### src/rtl/adc_cap_pkg.sv
package adc_cap_pkg;
  localparam int unsigned MIN_HALF_PS = 25000;  // converter min high/low time
  localparam int unsigned DOUT_MIN_PS = 18000;  // earliest bus change after rise
  localparam int unsigned DOUT_MAX_PS = 30000;  // latest bus settle after rise
  localparam int unsigned FILL_WORDS  = 3;      // words preceding sample 0

  typedef enum logic [1:0] {
    CFG_OK        = 2'd0,
    CFG_HALF_LOW  = 2'd1,
    CFG_CAP_EARLY = 2'd2,
    CFG_CAP_LATE  = 2'd3
  } cfg_err_e;

  function automatic cfg_err_e check_cfg(int unsigned sys_ps, int unsigned half_div,
                                         int unsigned cap_dly);
    if (half_div * sys_ps < MIN_HALF_PS)                       return CFG_HALF_LOW;
    if (cap_dly < 2 || cap_dly * sys_ps <= DOUT_MAX_PS)         return CFG_CAP_EARLY;
    if (cap_dly >= 2 * half_div ||
        cap_dly * sys_ps >= 2 * half_div * sys_ps + DOUT_MIN_PS) return CFG_CAP_LATE;
    return CFG_OK;
  endfunction
endpackage

### src/rtl/adc_sclk_gen.sv
module adc_sclk_gen #(
  parameter int unsigned HALF_DIV = 4
) (
  input  logic clk_i,
  input  logic rst_ni,
  input  logic en_i,
  output logic sclk_o,
  output logic run_o,
  output logic rise_o
);
  localparam int unsigned CNT_W = (HALF_DIV > 1) ? $clog2(HALF_DIV) : 1;
  localparam logic [CNT_W-1:0] LAST = CNT_W'(HALF_DIV - 1);
  localparam int unsigned LEN_W = $clog2(2 * HALF_DIV + 2) + 1;

  logic [CNT_W-1:0] cnt_q;
  logic sclk_q, run_q, rise_q;

  always_ff @(posedge clk_i or negedge rst_ni) begin
    if (!rst_ni) begin
      sclk_q <= 1'b0;
      run_q  <= 1'b0;
      cnt_q  <= LAST;  // idle: low time already met
      rise_q <= 1'b0;
    end else begin
      rise_q <= 1'b0;
      if (!run_q) begin
        if (cnt_q != LAST) cnt_q <= cnt_q + 1'b1;
        else if (en_i) begin
          run_q  <= 1'b1;
          sclk_q <= 1'b1;
          cnt_q  <= '0;
          rise_q <= 1'b1;
        end
      end else if (cnt_q != LAST) begin
        cnt_q <= cnt_q + 1'b1;
      end else begin
        cnt_q <= '0;
        if (sclk_q) begin
          sclk_q <= 1'b0;
          if (!en_i) run_q <= 1'b0;  // high phase always completes
        end else if (en_i) begin
          sclk_q <= 1'b1;
          rise_q <= 1'b1;
        end else begin
          run_q <= 1'b0;
        end
      end
    end
  end

  assign sclk_o = sclk_q;
  assign run_o  = run_q;
  assign rise_o = rise_q;

  // phase length checker
  logic             prev_q;
  logic [LEN_W-1:0] len_q;
  always_ff @(posedge clk_i or negedge rst_ni) begin
    if (!rst_ni) begin
      prev_q <= 1'b0;
      len_q  <= '1;
    end else begin
      prev_q <= sclk_q;
      if (sclk_q != prev_q) len_q <= LEN_W'(1);
      else if (len_q != '1) len_q <= len_q + 1'b1;
    end
  end

  a_r2_min_high: assert property (@(posedge clk_i) disable iff (!rst_ni)
    (prev_q && !sclk_q) |-> (len_q == LEN_W'(HALF_DIV)));
  a_r2_min_low: assert property (@(posedge clk_i) disable iff (!rst_ni)
    (!prev_q && sclk_q) |-> (len_q >= LEN_W'(HALF_DIV)));
endmodule

### src/rtl/adc_word_capture.sv
module adc_word_capture
  import adc_cap_pkg::*;
#(
  parameter int unsigned DATA_W      = 8,
  parameter int unsigned TAG_W       = 16,
  parameter int unsigned CAP_DLY     = 4,
  parameter bit          INVERT_CODE = 1'b0
) (
  input  logic              clk_i,
  input  logic              rst_ni,
  input  logic              run_i,
  input  logic              rise_i,
  input  logic [DATA_W-1:0] data_i,
  output logic              valid_o,
  output logic [DATA_W-1:0] data_o,
  output logic [TAG_W-1:0]  tag_o
);
  localparam int unsigned CD_W   = $clog2(CAP_DLY + 1);
  localparam int unsigned FILL_W = $clog2(FILL_WORDS + 1);
  localparam logic [CD_W-1:0]   CD_LOAD  = CD_W'(CAP_DLY - 1);
  localparam logic [FILL_W-1:0] FILL_TOP = FILL_W'(FILL_WORDS);

  logic [CD_W-1:0]   cd_q;
  logic [FILL_W-1:0] fill_q;
  logic [TAG_W-1:0]  nxt_q;
  logic [DATA_W-1:0] word;

  generate
    if (INVERT_CODE) begin : g_inv
      assign word = ~data_i;
    end else begin : g_pass
      assign word = data_i;
    end
  endgenerate

  always_ff @(posedge clk_i or negedge rst_ni) begin
    if (!rst_ni) begin
      cd_q    <= '0;
      fill_q  <= '0;
      nxt_q   <= '0;
      valid_o <= 1'b0;
      data_o  <= '0;
      tag_o   <= '0;
    end else if (!run_i) begin
      cd_q    <= '0;
      fill_q  <= '0;
      nxt_q   <= '0;
      valid_o <= 1'b0;
    end else begin
      valid_o <= 1'b0;
      if (rise_i) cd_q <= CD_LOAD;
      else if (cd_q != '0) cd_q <= cd_q - 1'b1;
      if (cd_q == CD_W'(1)) begin
        if (fill_q != FILL_TOP) begin
          fill_q <= fill_q + 1'b1;
        end else begin
          valid_o <= 1'b1;
          data_o  <= word;
          tag_o   <= nxt_q;
          nxt_q   <= nxt_q + 1'b1;
        end
      end
    end
  end

  // stream checker
  logic             seen_q;
  logic [TAG_W-1:0] last_q;
  always_ff @(posedge clk_i or negedge rst_ni) begin
    if (!rst_ni) begin
      seen_q <= 1'b0;
      last_q <= '0;
    end else if (!run_i && !valid_o) begin
      seen_q <= 1'b0;
    end else if (valid_o) begin
      seen_q <= 1'b1;
      last_q <= tag_o;
    end
  end

  a_r7_single_pulse: assert property (@(posedge clk_i) disable iff (!rst_ni)
    valid_o |=> !valid_o);
  a_r6_tag_step: assert property (@(posedge clk_i) disable iff (!rst_ni)
    (valid_o && seen_q) |-> (tag_o == last_q + 1'b1));
  a_r6_first_tag: assert property (@(posedge clk_i) disable iff (!rst_ni)
    (valid_o && !seen_q) |-> (tag_o == '0));
endmodule

### src/rtl/adc_stream_capture.sv
module adc_stream_capture
  import adc_cap_pkg::*;
#(
  parameter int unsigned SYS_CLK_PS  = 8000,
  parameter int unsigned HALF_DIV    = 4,
  parameter int unsigned CAP_DLY     = 4,
  parameter int unsigned DATA_W      = 8,
  parameter int unsigned TAG_W       = 16,
  parameter bit          INVERT_CODE = 1'b0
) (
  input  logic              clk_i,
  input  logic              rst_ni,
  input  logic              en_i,
  input  logic [DATA_W-1:0] adc_data_i,
  output logic              adc_clk_o,
  output logic              adc_oe_no,
  output logic              valid_o,
  output logic [DATA_W-1:0] data_o,
  output logic [TAG_W-1:0]  tag_o
);
  localparam cfg_err_e CFG = check_cfg(SYS_CLK_PS, HALF_DIV, CAP_DLY);

  generate
    if (CFG == CFG_HALF_LOW) begin : g_bad_half
      $fatal(1, "converter half period below 25 ns");
    end else if (CFG == CFG_CAP_EARLY) begin : g_bad_early
      $fatal(1, "capture point not past bus settle time");
    end else if (CFG == CFG_CAP_LATE) begin : g_bad_late
      $fatal(1, "capture point past next bus change");
    end
  endgenerate

  logic run, rise;

  adc_sclk_gen #(.HALF_DIV(HALF_DIV)) i_sclk_gen (
    .clk_i  (clk_i),
    .rst_ni (rst_ni),
    .en_i   (en_i),
    .sclk_o (adc_clk_o),
    .run_o  (run),
    .rise_o (rise)
  );

  assign adc_oe_no = ~run;

  adc_word_capture #(
    .DATA_W      (DATA_W),
    .TAG_W       (TAG_W),
    .CAP_DLY     (CAP_DLY),
    .INVERT_CODE (INVERT_CODE)
  ) i_word_capture (
    .clk_i   (clk_i),
    .rst_ni  (rst_ni),
    .run_i   (run),
    .rise_i  (rise),
    .data_i  (adc_data_i),
    .valid_o (valid_o),
    .data_o  (data_o),
    .tag_o   (tag_o)
  );

  a_r3_oe_idle_low: assert property (@(posedge clk_i) disable iff (!rst_ni)
    adc_oe_no |-> !adc_clk_o);
  a_r9_no_valid_idle: assert property (@(posedge clk_i) disable iff (!rst_ni)
    (adc_oe_no && $past(adc_oe_no)) |-> !valid_o);
endmodule

### config.mk
export PLATFORM = sky130hd
export DESIGN_NAME = adc_stream_capture
export DESIGN_NICKNAME = d
export VERILOG_FILES = /design/src/rtl/adc_cap_pkg.sv /design/src/rtl/adc_sclk_gen.sv /design/src/rtl/adc_word_capture.sv /design/src/rtl/adc_stream_capture.sv
export SDC_FILE = /design/constraint.sdc
export NUM_CORES = 1
export LEC_CHECK = 0
export BUFFER_PORTS_ARGS = -buffer_cell sky130_fd_sc_hd__buf_2
export CELL_PAD_IN_SITES_DETAIL_PLACEMENT = 0
export CELL_PAD_IN_SITES_GLOBAL_PLACEMENT = 1
export CORE_MARGIN = 2
export CORE_UTILIZATION = 40
export DETAILED_ROUTE_END_ITERATION = 10
export PLACE_DENSITY_LB_ADDON = 0.05
export SLEW_MARGIN = 40
export SYNTH_ARGS = -nofsm -noshare
export SYNTH_HDL_FRONTEND = slang
export SYNTH_SLANG_ARGS = --single-unit
### constraint.sdc
create_clock -name clk_i -period 2.1 [get_ports clk_i]
set_input_delay 0.315 -clock clk_i [delete_from_list [all_inputs] [get_ports clk_i]]
set_output_delay 0.315 -clock clk_i [all_outputs]
set_load 0.02 [all_outputs]
# Word level (Yosys, flattened, before mapping)

Index checks and enable logic that the tools add are counted.

Flip-flop bits (word level): 51
Input port bits: 11
Output and inout port bits: 27
Logic and storage cells: 58

Add/subtract/negate cells: 4
Equal/unequal tests: 7
Multiplexer cells: 27
Bitwise gates (word level): 3
Reduce and logical (&&, ||, !) cells: 7

Operators by type and width:

| kind                                                  | number |
|---|---|
| two-way mux 16 bit                                    | 3 |
| adder 16 x 1 -> 16 bit, second input constant         | 1 |
| two-way mux 1 bit                                     | 14 |
| two-way mux 2 bit                                     | 7 |
| two-way mux 3 bit                                     | 3 |
| inequality test 2 bit, second input constant          | 3 |
| AND reduction 2 bit                                   | 3 |
| nonzero test 3 bit                                    | 2 |
| adder 2 x 1 -> 2 bit, second input constant           | 2 |
| inequality test 2 x 1 -> 1 bit, second input constant | 2 |
| equality test 3 x 1 -> 1 bit, second input constant   | 1 |
| inequality test 3 x 2 -> 1 bit, second input constant | 1 |
| NOT 1 bit                                             | 3 |
| AND reduction 3 bit                                   | 1 |
| subtractor 3 x 1 -> 3 bit, second input constant      | 1 |
| nonzero test 2 bit                                    | 1 |

# Depth between registers and ports, before layout

Gate-level depths: netlist of the first run.

Word-level depth: 4
Mapped depth: 8
Mapped depth without buffers: 6

# By module

A second synthesis of the first run with hierarchy kept.

Cells, all modules: 193
Area total of the unflattened synthesis: 2230.9 µm²

By module, submodules not included:

| module             | times used | cells an instance | area an instance (µm²) | sequential area each (µm²) |
|---|---|---|---|---|
| adc_word_capture   | 1          | 176               | 2023.2                 | 1151.1 |
| adc_sclk_gen       | 1          | 16                | 203.9                  | 127.6 |
| adc_stream_capture | 1          | 1                 | 3.8                    | 0.0 |

# Worst setup path before layout of the first run

No wires, ideal clock.

Path type: reg-to-reg
Start: register i_word_capture.cd_q[0]
End: register i_word_capture.tag_o[10]
Library setup time: 0.125 ns
Arrival: 1.625 ns
Data required time: 1.975 ns
Setup slack: 0.350 ns
Stages on the path, launching flop included: 7
Path buffers: 2
Clock period less this slack: 1.750 ns
Cells stage by stage: dfrtp_1 ha_1 and3b_1 buf_4 nand2_4 buf_2 mux2_2

Longest elaborated chain between the ends: 2

Ends and longest elaborated chain:

| item                          | line                   | text |
|---|---|---|
| start: declaration            | adc_word_capture.sv:23 | `logic [CD_W-1:0] cd_q;` |
| start signal: assignment      | adc_word_capture.sv:52 | `else if (cd_q != '0) cd_q <= cd_q - 1'b1;` |
| equality test 3 x 1 -> 1 bit  | adc_word_capture.sv:53 | `if (cd_q == CD_W'(1)) begin` |
| AND reduction 3 bit (no line) | -                      |  |
| end signal: assignment        | adc_word_capture.sv:59 | `tag_o <= nxt_q;` |
| end: declaration              | adc_word_capture.sv:16 | `output logic [TAG_W-1:0] tag_o` |

No other way between the ends.
A chain may end at the register's enable or synchronous reset.

# Final worst setup path of the first run

Start: register i_word_capture.cd_q[1]
End: register i_word_capture.tag_o[11]

The elaborated chain is that of the path after synthesis.

==> results of run 1 <==
-- power by group through the flow --
stage / clock network [mW] / logic, mW / registers, mW
floorplan: 0 / 0.334 / 1.18
finish: 0.592 / 0.487 / 1.16
detailed placement: 0 / 0.493 / 1.18
CTS: 0.622 / 0.498 / 1.16
global route: 0.677 / 0.560 / 1.17
global placement: 0 / 0.465 / 1.17
-- flip-flops by register name, indices dropped and copies added (netlist names), named ones only --
name	count
i_word_capture.nxt_q	16
i_word_capture.valid_o	1
i_sclk_gen.cnt_q	2
i_word_capture.cd_q	3
i_word_capture.data_o	8
i_sclk_gen.sclk_o	1
i_word_capture.fill_q	2
i_sclk_gen.rise_o	1
i_word_capture.tag_o	16
-- Yosys cell counts (all sizes together), types with 2 or more instances --
library cell,instances
o21ai,5
nor4,3
nand4,6
nor2,20
buf,3
a21oi,7
clkbuf,2
mux2,22
dfrtp,49
nor3,6
nand3,6
nand2,11
xor2,3
dfstp,2
xnor2,10
ha,6
inv,8
mux2i,3
-- worst min-delay path by stage --
stage | startpoint | to | depth (start not counted) | slack (ns)
after floorplan | rst_ni | async pin | 0 | 0.02
after global placement | rst_ni | i_word_capture.tag_o[5] | 1 | 0.26
after detailed placement | rst_ni | i_word_capture.tag_o[4] | 1 | 0.27
after CTS | adc_data_i[3] | i_word_capture.data_o[3] | 2 | 0.24
after global routing | adc_data_i[4] | i_word_capture.data_o[4] | 2 | 0.23
final | adc_data_i[3] | i_word_capture.data_o[3] | 2 | 0.25
-- final cells by class --
| class | instances | area [um^2] |
|---|---|---|
| Tap cell | 72 | 90.1 |
| Inverter | 8 | 30.0 |
| Sequential cell | 51 | 1280 |
| Multi-Input combinational cell | 120 | 907 |
| Timing Repair Buffer | 41 | 218 |
| Clock buffer | 8 | 100 |
| Fill cell | 524 | 2850 |
-- through the flow --
stage	hold slack, ns	std cells	power [mW]	setup WS, ns
after floorplan	0.0194	184	1.51	0.350
after global placement	0.258	291	1.64	0.349
after detailed placement	0.266	291	1.67	0.280
after CTS	0.240	300	2.28	0.268
after global routing	0.232	300	2.41	0.132
final	0.252	300	2.24	0.305
-- kinds of logic (layout without fill, tap and decap cells) --
kind of cell    after synthesis  count (layout)  synth area share [%]
buf+inv                      13              57                  2.73
fa+ha+maj                     6               6                  3.34
compound gates               16              16                  4.06
simple gates                 60              60                  15.5
xor+xnor                     13              13                  5.07
mux                          25              25                  12.4
flops                        51              51                  56.9
-- placed cells by master, fill, tap and decap left out, drive strengths merged --
cell type,count
a21o,1
a21oi,7
a31oi,1
and3b,1
and4,1
buf,40
clkbuf,8
dfrtp,49
dfstp,2
dlygate4sd3,1
ha,6
inv,8
mux2,22
mux2i,3
nand2,11
nand2b,1
nand3,6
nand3b,1
nand4,6
nand4b,1
nor2,20
nor3,6
nor3b,1
nor4,3
o21ai,5
o31ai,1
o41ai,1
or3b,1
or4,1
xnor2,10
xor2,3
-- what timing repair did --
item | in CTS | in global routing
hold buffers | 1 | 0
hold endpoints to repair | 14 | 0
setup endpoints to repair | 0 | 0
resized for setup | 0 | 0
-- metal layers --
layer,track usage (%),share of wire (%)
met1,17.8,45
met2,25.4,51
met3,3.75,3.3
met4,4.66,1.1
met5,0,0
==> results.cfg, run 1 <==
[floorplanning]
die_h_um = 79.0
rows = 27
core_mm2 = 0.00547
dieWidth_um = 79.0
design.die.area_mm2 = 0.00623
io_pins = 38
start_util_pct = 41.1

[routing]
drc = 0
routed_via_density = 4.97
route.vias.total = 1491
postRouteAntennaNets = 0
firstDrtPassIters = 4
dr.first_iter.drc_count = 53
wl_um = 4070
wire_per_inst_um = 13.6

[setup_path]
r2r-end = i_word_capture.tag_o[11]
worst-path-max-fanout = 28
worstSetupPathType = reg2reg
cp.arrival_ns = 1.98
crit_buf_inv = 1
worstRegToRegCells = 5
cp-startpoint = i_word_capture.cd_q[1]
end_kind = register
path_depth = 5
rr_startpoint = i_word_capture.cd_q[1]
reg2reg_slack_ns = 0.30
crit_path_max_incr_delay_ns = 0.36
worstPathCellList = inv_1, ha_1, and3b_1, nand2_4, mux2_2
cp_slowest_cell = dfrtp_1
cp.required_ns = 2.28
critPathLaunchType = register
path_delay_family = simple AND/OR/NAND/NOR gates
cp-endpoint = i_word_capture.tag_o[11]

[synth]
yosysWarnings = 0
synth_seq_cells = 51
ys.flop_type = dfrtp_1
synth_nets = 201
synth_cell_types = 35
ys_top_cells_by_area = dfrtp_1 (55%), mux2_2 (11%), xnor2_1 (3.9%)
synth_async_sr_flop_share_pct = 100
synth_area_leader_cell = dfrtp_1
synth-edff-count = 0
synth_top_area_share_pct = 54.6
syn_inst = 184
syn_area_per_cell_um2 = 12.2
syn_area_mm2 = 0.00225
synth_seq_area_share_pct = 56.9

[clocking]
clock_path_buffers = 2
cts_root_buffer = clkbuf_8
post-cts-setup-buffers = 0
cts_tree = yes
clk_pin_slew_worst_paths_ns = 0.08
cts.sinks = 51
clock_latency_ns = 0.29
h-tree-depth = 2
cts_made_buffers = 5

[timing]
grt_setup_unrepaired = false
hold_viol_final = 0
slew_headroom_pct = 73.7
fmax_mhz = 557
fin_crit_ns = 1.80
finalMaxSlewViolations = 0
worst_pin_slew_ns = 0.394
setup_viol = 0
fin_crit_sh_pct = 85.5
finClkSkew_ns = 0.00520
setup_tns_ns = 0

[layout]
syn2layout_area_growth_pct = 16.8
num_antenna_cells = 0
fin_util_pct = 47.9
layout-drive-gt1-share_pct = 33.8
fin_area_mm2 = 0.00262
nets = 244

[run_status]
status = completed

[pwr]
swShare_pct = 29.2
leakagePower_nw = 1.33
power_density_mw_per_mm2 = 852
p_switching_mw = 0.654
ir_drop_uv = 530
p_clk_share_pct = 26.5
p_int_mw = 1.58
power_frac_comb_pct = 21.8
p_seq_share_pct = 51.8

[job]
cap_violations = 0

[global_route]
grt_first_pass_wirelength_um = 7090
grt.overflow.total = 0
grtUsageTotal_pct = 14.6
grt_pass1_vias = 1538
antenna_found_initial = 0
grt_max_degree = 29

[place]
gp_congestion = 0.792
post_dp_cell_area_mm2 = 0.00251
hpwl_um = 3010
portBuffers = 37

[worst_hold_path]
hp-class = in2reg
Power figures use the tool's default switching activity.
==> inputs of run 2 (changes only) <==
SYNTH_HIERARCHICAL = 1   (was unset)
==> run 2 against run 1 <==
Effect of this change: first-iteration DRC count increased by 45%; register-to-register slack got worse by 0.16 ns; clock skew increased by 0.0010 ns; combinational power decreased by 8.0%; via count increased by 5.4%; sequential power about the same; sequential cell count unchanged; final cell count increased by 3.3%; routed wire length increased by 2.7%; fmax decreased by 8.0%; critical path type unchanged.
==> results.cfg, run 2 <==
[routing]
firstDrtPassIters = 4
wl_um = 4180
route.vias.total = 1571
postRouteAntennaNets = 0
dr.first_iter.drc_count = 77
drc = 0
wire_per_inst_um = 13.5
routed_via_density = 5.07

[timing]
slew_headroom_pct = 61.5
fin_crit_sh_pct = 92.9
fin_crit_ns = 1.95
hold_viol_final = 0
fmax_mhz = 512
worst_pin_slew_ns = 0.564
grt_setup_unrepaired = false
setup_tns_ns = 0
fin_hold_ws_ns = 0.00341
finClkSkew_ns = 0.00622
finalMaxSlewViolations = 0
setup_viol = 0

[synth]
syn_inst = 193
yosysWarnings = 6
synth_seq_cells = 51
post-synth-top-count-cell = dfrtp_1
synth_top_area_share_pct = 55.0
syn_area_per_cell_um2 = 11.6
synth_nets = 210
synth_cell_types = 36
synth_area_leader_cell = dfrtp_1
syn_area_mm2 = 0.00223
synthTopCellsByCount = dfrtp_1 (49), mux2_2 (18), nor2_1 (17)
ys_top_cells_by_area = dfrtp_1 (55%), mux2_2 (9.1%), xnor2_1 (3.9%)
ys.flop_type = dfrtp_1
synth_async_sr_flop_share_pct = 100
synth_seq_area_share_pct = 57.3
synth-edff-count = 0

[clocking]
holdBufCountCts = 0
cts.sinks = 51
cts-resized-gates = 0
clock_path_buffers = 2
clock_latency_ns = 0.30
post-cts-setup-buffers = 0
h-tree-depth = 2
cts_made_buffers = 5
cts_tree = yes
cts_root_buffer = clkbuf_8
clk_pin_slew_worst_paths_ns = 0.08

[setup_path]
cp.arrival_ns = 2.20
end_kind = register
worstSetupPathType = reg2reg
cp.required_ns = 2.34
critPathLaunchType = register
worst-path-max-fanout = 3

[pwr]
power_density_mw_per_mm2 = 814
ir_drop_uv = 544
leakagePower_nw = 1.27

[floorplanning]
rows = 27
dieWidth_um = 78.7
design.die.area_mm2 = 0.00619
die_h_um = 78.7
core_mm2 = 0.00544
io_pins = 38
start_util_pct = 41.0

[place]
hpwl_um = 2980
gp_congestion = 0.795
portBuffers = 37

[global_route]
antenna_found_initial = 0
grtUsageTotal_pct = 14.8
grt_first_pass_wirelength_um = 7010
grt_max_degree = 29
grt_pass1_vias = 1474
grt.overflow.total = 0

[layout]
final_common_cell = dfrtp_1
syn2layout_area_growth_pct = 17.8
largestRegisters = i_word_capture/nxt_q: 16 flops, i_word_capture/tag_o: 16 flops, i_word_capture/data_o: 8 flops
nets = 254
layout-drive-gt1-share_pct = 30.3
final_cell_mix = dfrtp_1 (49), buf_2 (37), mux2_2 (18)
num_antenna_cells = 0
fin_util_pct = 48.3

[run_status]
status = completed

[worst_hold_path]
hp-class = in2async

[job]
cap_violations = 0
==> run 2: final timing paths <==
| kind | startpoint | slack [ns] | cells past startpoint | end |
|---|---|---|---|---|
| worst max-delay path | i_word_capture/cd_q[1] | 0.15 | 6 | i_word_capture/nxt_q[15] |
| worst min-delay path | rst_ni | 0.003 | 1 | i_word_capture/data_o[4] |
| max in group asynchronous | rst_ni | 1.55 | 2 | i_word_capture/nxt_q[9] |
| min in group clk_i | adc_data_i[2] | 0.25 | 2 | i_word_capture/data_o[2] |
| worst min register to register | i_sclk_gen/rise_o | 0.46 | 1 | i_word_capture/cd_q[2] |
| worst max register to register | i_word_capture/cd_q[1] | 0.15 | 6 | i_word_capture/nxt_q[15] |
==> run 2: per-layer routing <==
| metal | GRT usage, % | wire, um | up-vias |
|---|---|---|---|
| met5 | 0 | 0 | - |
| met1 | 20.2 | 1970 | 772 |
| met4 | 4.74 | 42 | 0 |
| met2 | 22.6 | 1970 | 34 |
| li1 | - | - | 760 |
| met3 | 4.25 | 199 | 5 |
==> run 2: where the power goes <==
group / switching, mW / leakage [nW] / internal [mW] / total [mW]
logic: 0.257 / 0.547 / 0.191 / 0.448
clock network: 0.292 / 0.0395 / 0.237 / 0.529
registers: 0.0880 / 0.680 / 1.08 / 1.16
total: 0.637 / 1.27 / 1.50 / 2.14
==> run 2: cell families after synthesis <==
kind of cell,synth area share (%)
AO/OA/AOI/OAI,7.74
XOR/XNOR,4.32
adder cells (fa/ha/maj),3.37
buffers and inverters,2.92
flip-flops,57.3
multiplexers,10.5
AND/OR/NAND/NOR,13.9
==> run 2: final cells by class <==
class	instances	area (um^2)
Fill cell	510	2810
Sequential cell	51	1280
Multi-Input combinational cell	125	887
Timing Repair Buffer	42	248
Tap cell	72	90.1
Clock buffer	8	80.1
Inverter	12	45.0
==> run 2: per-stage QoR <==
stage	area (um^2)	std cells	total power, mW	setup WS [ns]
6_report	2630	310	2.14	0.149
5_1_grt	2630	310	2.30	0.0899
4_1_cts	2630	310	2.18	0.137
3_5_place_dp	2550	302	1.64	0.157
3_3_place_gp	2550	302	1.61	0.190
2_1_floorplan	2230	193	1.49	0.182
==> run 2: worst max-delay path, stage by stage (launching register included) <==
cell,delay [ns]
dfrtp_1,0.38
inv_1,0.10
ha_1,0.23
nand3b_4,0.09
or4_4,0.54
or4_1,0.47
nand2_1,0.08
